===== src/rtl/stx_pkg.sv =====
package stx_pkg;

  typedef enum logic [1:0] {
    PAR_EVEN  = 2'd0,
    PAR_ODD   = 2'd1,
    PAR_SPACE = 2'd2,
    PAR_MARK  = 2'd3
  } par_mode_e;

  // Picks the parity bit from the XOR of the data bits and the mode.
  function automatic logic parity_pick(input logic odd_ones, input par_mode_e mode);
    case (mode)
      PAR_EVEN:  return odd_ones;
      PAR_ODD:   return ~odd_ones;
      PAR_SPACE: return 1'b0;
      default:   return 1'b1;
    endcase
  endfunction

endpackage


===== src/rtl/stx_ctrl.sv =====
module stx_ctrl (
  input  logic clk,
  input  logic rst_n,
  input  logic cmd_en,
  input  logic cmd_dis,
  input  logic cmd_rst,
  input  logic wr_acc,
  input  logic hold_full,
  input  logic busy,
  output logic enabled,
  output logic dis_pend
);

  logic dis_req;
  logic drain_done;

  assign dis_req    = cmd_dis | dis_pend;
  assign drain_done = ~hold_full & ~busy & ~wr_acc;

  always_ff @(posedge clk) begin
    if (!rst_n || cmd_rst) begin
      enabled  <= 1'b0;
      dis_pend <= 1'b0;
    end else if (enabled) begin
      if (dis_req && drain_done) begin
        enabled  <= 1'b0;
        dis_pend <= 1'b0;
      end else if (cmd_dis) begin
        dis_pend <= 1'b1;
      end else if (cmd_en) begin
        dis_pend <= 1'b0;
      end
    end else if (cmd_en && !cmd_dis) begin
      enabled <= 1'b1;
    end
  end

  // the block only turns off once nothing is held or shifting
  a_r9_off_when_drained: assert property (@(posedge clk) disable iff (!rst_n)
    ($fell(enabled) && !$past(cmd_rst)) |-> $past(!hold_full && !busy));

  // disable wins over a simultaneous enable
  a_r2_dis_wins: assert property (@(posedge clk) disable iff (!rst_n)
    (cmd_en && cmd_dis && !enabled && !cmd_rst) |=> !enabled);

endmodule


===== src/rtl/stx_hold.sv =====
module stx_hold #(
  parameter int DATA_W = 8
) (
  input  logic              clk,
  input  logic              rst_n,
  input  logic              clr,
  input  logic              wr_acc,
  input  logic [DATA_W-1:0] wr_data,
  input  logic              load,
  output logic              hold_full,
  output logic [DATA_W-1:0] hold_q
);

  always_ff @(posedge clk) begin
    if (!rst_n) begin
      hold_full <= 1'b0;
      hold_q    <= '0;
    end else if (clr) begin
      hold_full <= 1'b0;
    end else if (wr_acc) begin
      hold_full <= 1'b1;
      hold_q    <= wr_data;
    end else if (load) begin
      hold_full <= 1'b0;
    end
  end

  // a waiting character is never overwritten
  a_r3_held_char_kept: assert property (@(posedge clk) disable iff (!rst_n)
    (hold_full && !clr) |=> $stable(hold_q));

endmodule


===== src/rtl/stx_shift.sv =====
module stx_shift
  import stx_pkg::*;
#(
  parameter int DATA_W = 8
) (
  input  logic              clk,
  input  logic              rst_n,
  input  logic              clr,
  input  logic              baud_tick,
  input  logic              load,
  input  logic [DATA_W-1:0] load_data,
  input  logic              par_on,
  input  par_mode_e         par_mode,
  output logic              busy,
  output logic              frame_end,
  output logic              txd
);

  localparam int FRAME_MAX = DATA_W + 3;
  localparam int IDX_W     = $clog2(FRAME_MAX);
  localparam logic [IDX_W-1:0] IDX_LASTD = IDX_W'(DATA_W);
  localparam logic [IDX_W-1:0] IDX_PAR   = IDX_W'(DATA_W + 1);
  localparam logic [IDX_W-1:0] IDX_STOP  = IDX_W'(DATA_W + 2);

  logic [IDX_W-1:0]  idx;
  logic [DATA_W-1:0] sh_q;
  logic              par_q;
  logic              pen_q;
  logic              at_last;

  assign at_last   = pen_q ? (idx == IDX_STOP) : (idx == IDX_PAR);
  assign frame_end = busy & baud_tick & at_last;

  always_ff @(posedge clk) begin
    if (!rst_n) begin
      busy  <= 1'b0;
      idx   <= '0;
      sh_q  <= '0;
      par_q <= 1'b0;
      pen_q <= 1'b0;
    end else if (clr) begin
      busy <= 1'b0;
      idx  <= '0;
    end else if (load) begin
      busy  <= 1'b1;
      idx   <= '0;
      sh_q  <= load_data;
      par_q <= parity_pick(^load_data, par_mode);
      pen_q <= par_on;
    end else if (busy && baud_tick) begin
      if (at_last) begin
        busy <= 1'b0;
      end else begin
        idx <= idx + 1'b1;
        if (idx != '0 && idx <= IDX_LASTD) sh_q <= sh_q >> 1;
      end
    end
  end

  always_comb begin
    if (!busy)                txd = 1'b1;
    else if (idx == '0)       txd = 1'b0;
    else if (idx <= IDX_LASTD) txd = sh_q[0];
    else if (idx == IDX_PAR)  txd = pen_q ? par_q : 1'b1;
    else                      txd = 1'b1;
  end

  // between ticks the line holds its bit
  a_r4_bit_steady: assert property (@(posedge clk) disable iff (!rst_n)
    (busy && !baud_tick && !load && !clr) |=> $stable(txd));

  // a load starts the frame with the start bit
  a_r6_start_after_load: assert property (@(posedge clk) disable iff (!rst_n)
    (load && !clr) |=> (busy && !txd));

endmodule


===== src/rtl/serial_tx_buffered.sv =====
module serial_tx_buffered
  import stx_pkg::*;
#(
  parameter int DATA_W = 8
) (
  input  logic              clk,
  input  logic              rst_n,
  input  logic              cmd_en,
  input  logic              cmd_dis,
  input  logic              cmd_rst,
  input  logic              baud_tick,
  input  logic              wr_stb,
  input  logic [DATA_W-1:0] wr_data,
  input  logic              par_on,
  input  logic [1:0]        par_sel,
  output logic              txd,
  output logic              tx_ready,
  output logic              tx_empty
);

  logic              enabled;
  logic              dis_pend;
  logic              hold_full;
  logic [DATA_W-1:0] hold_q;
  logic              busy;
  logic              frame_end;
  logic              wr_acc;
  logic              load_evt;

  assign tx_ready = enabled & ~dis_pend & ~hold_full;
  assign wr_acc   = wr_stb & tx_ready;
  assign load_evt = hold_full & (~busy | frame_end) & ~cmd_rst;
  assign tx_empty = ~hold_full & ~busy;

  stx_ctrl u_ctrl (
    .clk       (clk),
    .rst_n     (rst_n),
    .cmd_en    (cmd_en),
    .cmd_dis   (cmd_dis),
    .cmd_rst   (cmd_rst),
    .wr_acc    (wr_acc),
    .hold_full (hold_full),
    .busy      (busy),
    .enabled   (enabled),
    .dis_pend  (dis_pend)
  );

  stx_hold #(.DATA_W(DATA_W)) u_hold (
    .clk       (clk),
    .rst_n     (rst_n),
    .clr       (cmd_rst),
    .wr_acc    (wr_acc),
    .wr_data   (wr_data),
    .load      (load_evt),
    .hold_full (hold_full),
    .hold_q    (hold_q)
  );

  stx_shift #(.DATA_W(DATA_W)) u_shift (
    .clk       (clk),
    .rst_n     (rst_n),
    .clr       (cmd_rst),
    .baud_tick (baud_tick),
    .load      (load_evt),
    .load_data (hold_q),
    .par_on    (par_on),
    .par_mode  (par_mode_e'(par_sel)),
    .busy      (busy),
    .frame_end (frame_end),
    .txd       (txd)
  );

  // a reset command leaves the block idle in the next cycle
  a_r10_abort: assert property (@(posedge clk) disable iff (!rst_n)
    cmd_rst |=> (txd && !tx_ready && tx_empty));

  // when nothing is queued the line is high
  a_r8_empty_line_high: assert property (@(posedge clk) disable iff (!rst_n)
    tx_empty |-> txd);

endmodule


===== config.mk =====
export PLATFORM = sky130hd
export DESIGN_NAME = serial_tx_buffered
export DESIGN_NICKNAME = d
export VERILOG_FILES = /design/src/rtl/stx_pkg.sv /design/src/rtl/stx_ctrl.sv /design/src/rtl/stx_hold.sv /design/src/rtl/stx_shift.sv /design/src/rtl/serial_tx_buffered.sv
export SDC_FILE = /design/constraint.sdc
export NUM_CORES = 1
export LEC_CHECK = 0
export ABC_AREA = 1
export BUFFER_PORTS_ARGS = -buffer_cell sky130_fd_sc_hd__buf_2
export CAP_MARGIN = 5
export CORE_UTILIZATION = 60
export DETAILED_ROUTE_END_ITERATION = 10
export PLACE_DENSITY = 0.83
export SETUP_SLACK_MARGIN = 0.2
export SYNTH_ARGS = -nofsm -noshare
export SYNTH_HDL_FRONTEND = slang
export SYNTH_SLANG_ARGS = --single-unit
export TNS_END_PERCENT = 50

===== constraint.sdc =====
create_clock -name clk -period 4.9 [get_ports clk]
set_clock_uncertainty 0.15 [all_clocks]
set_input_delay 0.98 -clock clk [delete_from_list [all_inputs] [get_ports clk]]
set_output_delay 0.98 -clock clk [all_outputs]
set_load 0.01 [all_outputs]

==> results summary <==
The run finished with clean final reports. The total design power came out at 328.3 uW. The number of max-capacitance violations reported came out at 0. The root cell of the clock tree is sky130_fd_sc_hd__clkbuf_4.

The number of violations reported at the end of detailed-routing iteration 0 is 25. The global-route congestion overflow total is 0. After filler insertion, the fill cell instance count of the layout stands at 218. The first global-routing pass estimated 4.312 mm of wire.

Counting every net in the synthesized netlist gives 248. The area of the die came out at 2665 um^2. The total number of cells along the worst setup path is 6. The tightest min-delay check is of the flop to flop type.

For this design the top-level I/O count stands at 21. The number of buffers created by CTS is 3. The largest net degree at the start of global routing came out at 21. The maximum buffer depth of the clock tree is 2.

The clock tree from TritonCTS is yes. The most critical setup path has its startpoint at u_shift.idx[0]. The width of the die is 51.63 um. Of the available clock period, the critical path in the final layout requires 0.5636. The number of failing hold endpoints at the final stage came out at 0. The largest individual stage delay along the critical path comes from the cell sky130_fd_sc_hd__dfxtp_1. The area of the core came out at 2276 um^2. The summed instance area of the synthesized netlist came out at 1478 um^2. The met1 wire length came out at 1.331 mm. The via-per-instance ratio is 4.851. The number of nets in the finished design is 265. The count of inserted antenna diode cells is 0.

For this block, the routed nets add up to 2.568 mm of wire. From synthesis to final layout, the design area changed by 6.944%. Counting instances in the post-synthesis netlist gives the leading cell types as sky130_fd_sc_hd__nand2_1 (58), sky130_fd_sc_hd__nor2_1 (33), sky130_fd_sc_hd__inv_1 (28). The via count of the first global-routing pass is 1070. The worst reg-to-reg path cell count came out at 10.

Of all cell types, the one taking the most synthesized area is sky130_fd_sc_hd__dfxtp_1. The number of setup buffers added after CTS is 0. The top-area cell type share of the netlist area is 0.3522. The routed length on met2 is 1.157 mm. The number of enable flip-flop cells after synthesis is 0. The total routing resource utilization after global routing came out at 0.2148. Dividing the detail-routed wire length by the instance count gives 9.546 um. Setup violations remaining at the end of the flow were counted as 0. The number of levels in the clock H-tree is 1. In this run the worst setup path terminates at txd.

STA classifies the critical path startpoint as a flop. The fraction of registers with async set/reset is 0. The maximum clock frequency came out at 362.1 MHz.

The Yosys step of the flow raised 0 warnings. For the worst setup path, the data required time is 3.77 ns. The endpoint of the lowest-slack register-to-register path is u_shift.sh_q[3]. The cell with the most instances after synthesis is sky130_fd_sc_hd__nand2_1. The number of gates resized after CTS came out at 0. The clock slew at the register clock pins of the worst setup and hold paths came out at 0.13 ns. The longest individual stage delay on the worst path is 0.44 ns. In this run the critical register-to-register path is launched from u_shift.idx[0]. The first-pass iteration count of the detailed router is 4. The worst setup path is captured at a primary output. The number of antenna violations at the first check in global routing is 0. Ranked by total cell area, the synthesized netlist is headed by sky130_fd_sc_hd__dfxtp_1 (35%), sky130_fd_sc_hd__nand2_1 (15%), sky130_fd_sc_hd__nor2_1 (8.4%). The count of state elements after synthesis came out at 26. Routability-driven placement finished with a final weighted congestion of 0.8484. The leakage power summed over all cells is 0.6960 nW. The most used flip-flop cell after synthesis is sky130_fd_sc_hd__dfxtp_1. The post-detailed-placement half-perimeter wirelength is 1.957 mm.

The critical path goes through inv_1, ha_1, nand2_2, xor2_1, o211ai_1, buf_2. Counting both buffers and inverters, the worst setup path holds a total of 2. The number of max-slew violations in the final report is 0. Headroom to the max-slew limit came out at 0.6393. Synthesis produced a netlist whose cell count is 226. The number of hold buffers added after CTS is 0. Setup repair after global routing left no endpoint under its margin. The maximum resistive drop on vdd came out at 0.1618 mV. Data arrives at the worst endpoint at 1.63 ns. At the pin with the least slew margin, the transition time is 0.5395 ns. The number of sinks handled by clock tree synthesis is 26. The number of core rows came out at 17.

The met3 routed wirelength is 62 um. The highest layer touched by signal routing is met4. In this run the remaining antenna-violating nets after routing total 0. The port buffer count came out at 20. The worst setup path category is flop to primary output. The setup check on the worst reg-to-reg path leaves a slack of 2.86 ns.

The fraction of the yosys area taken by sequential cells came out at 0.3522. Of all nets on the critical path, the largest fanout is 5. The DRC violations left is 0. Dividing total power by cell area gives a power density of 207.7 nW/um^2. The vertical extent of the die came out at 51.63 um. The initial utilization of the core area, before any placement, comes to 0.6493. The worst path in the final design needs a cycle of 2.762 ns, including I/O delays and setup. Grouping stages by cell kind, the critical path spends the most delay in flip-flops. The aggregate negative setup slack is 0 ns.

Dividing the synthesized area by the synthesized cell count gives 6.538 um^2. The total number of vias came out at 1305. Of the cells placed in the final design, the portion with a size suffix greater than 1 is 0.1369. The later pin in the worst-skew pair is clocked with a latency of 0.30 ns. The number of distinct library cell variants in the gate-level netlist after synthesis came out at 25.
worst min path at each step:
stage	start	end	cells past startpoint
floorplan	u_shift.sh_q[7]	u_shift.sh_q[7]	2
global placement	u_shift.sh_q[7]	u_shift.sh_q[7]	2
detailed placement	u_shift.sh_q[7]	u_shift.sh_q[7]	2
CTS	u_shift.sh_q[7]	u_shift.sh_q[7]	2
global route	u_shift.sh_q[6]	u_shift.sh_q[6]	2
finish	u_shift.sh_q[7]	u_shift.sh_q[7]	2
layer usage:
metal / vias to the layer above / track usage
li1: 738 / -
met4: 0 / 0.06757
met1: 555 / 0.3007
met2: 10 / 0.3355
met3: 2 / 0.03509
met5: - / 0
final cells by class:
class | count | area (um^2) | area share
Clock buffer | 3 | 22.52 | 0.01425
Inverter | 29 | 108.9 | 0.06888
Timing Repair Buffer | 20 | 100.1 | 0.06334
Multi-Input combinational cell | 163 | 793.3 | 0.5020
Tap cell | 28 | 35.03 | 0.02217
Sequential cell | 26 | 520.5 | 0.3294
cells in the final DEF, fill, tap and decap left out, types with 2 or more instances in the layout:
master / Yosys / routed
sky130_fd_sc_hd__nor3_1: 3 / 3
sky130_fd_sc_hd__nor2_2: 2 / 2
sky130_fd_sc_hd__dfxtp_1: 26 / 26
sky130_fd_sc_hd__nand2_2: 5 / 5
sky130_fd_sc_hd__nor2_1: 33 / 33
sky130_fd_sc_hd__nand2_1: 58 / 58
sky130_fd_sc_hd__nand3_1: 9 / 9
sky130_fd_sc_hd__o211ai_1: 3 / 3
sky130_fd_sc_hd__xor2_1: 4 / 4
sky130_fd_sc_hd__inv_1: 28 / 28
sky130_fd_sc_hd__nand4_1: 2 / 2
sky130_fd_sc_hd__xnor2_1: 3 / 3
sky130_fd_sc_hd__ha_1: 4 / 4
sky130_fd_sc_hd__buf_2: 2 / 20
sky130_fd_sc_hd__a21oi_1: 15 / 15
sky130_fd_sc_hd__clkbuf_4: 0 / 3
sky130_fd_sc_hd__o21ai_0: 16 / 16
report_power, final:
group,total (mW),switching [mW],internal [mW],leakage [nW]
Combinational,0.0268,0.0155,0.0113,0.473
Sequential,0.215,0.00171,0.213,0.210
Clock,0.0865,0.0578,0.0287,0.0138
worst min-delay path, delay by kind of cell (launching register included):
| family | cells | cell delay, ns |
|---|---|---|
| flops | 1 | 0.33 |
| compound gates | 1 | 0.06 |
| simple gates | 1 | 0.07 |
cell families (layout without fill, tap and decap cells):
logic type | Yosys count | in the layout | synth area share
adder cells (fa/ha/maj) | 4 | 4 | 0.03387
XOR/XNOR | 7 | 7 | 0.04149
flip-flops | 26 | 26 | 0.3522
buffers and inverters | 37 | 52 | 0.1109
AND/OR/NAND/NOR | 115 | 115 | 0.3277
AO/OA/AOI/OAI | 37 | 37 | 0.1338
stage by stage:
step	hold WS (ns)	setup WS, ns	instances	cell area (um^2)	util
after floorplan	0.2997	2.693	226	1478	-
after global placement	0.3173	2.555	266	1558	0.6844
after detailed placement	0.3274	2.498	266	1558	0.6844
after CTS	0.3442	2.139	269	1580	0.6943
after global routing	0.3860	1.997	269	1580	0.6943
final	0.3382	2.138	269	1580	0.6943
state kept, by name, summed over array words and instances (netlist names):
name / flops
u_ctrl.dis_pend: 1
u_shift.sh_q: 8
u_hold.hold_q: 8
u_hold.hold_full: 1
u_shift.par_q: 1
u_shift.busy: 1
u_shift.pen_q: 1
u_ctrl.enabled: 1
u_shift.idx: 4
No activity file was read; power rests on OpenSTA's default activity.
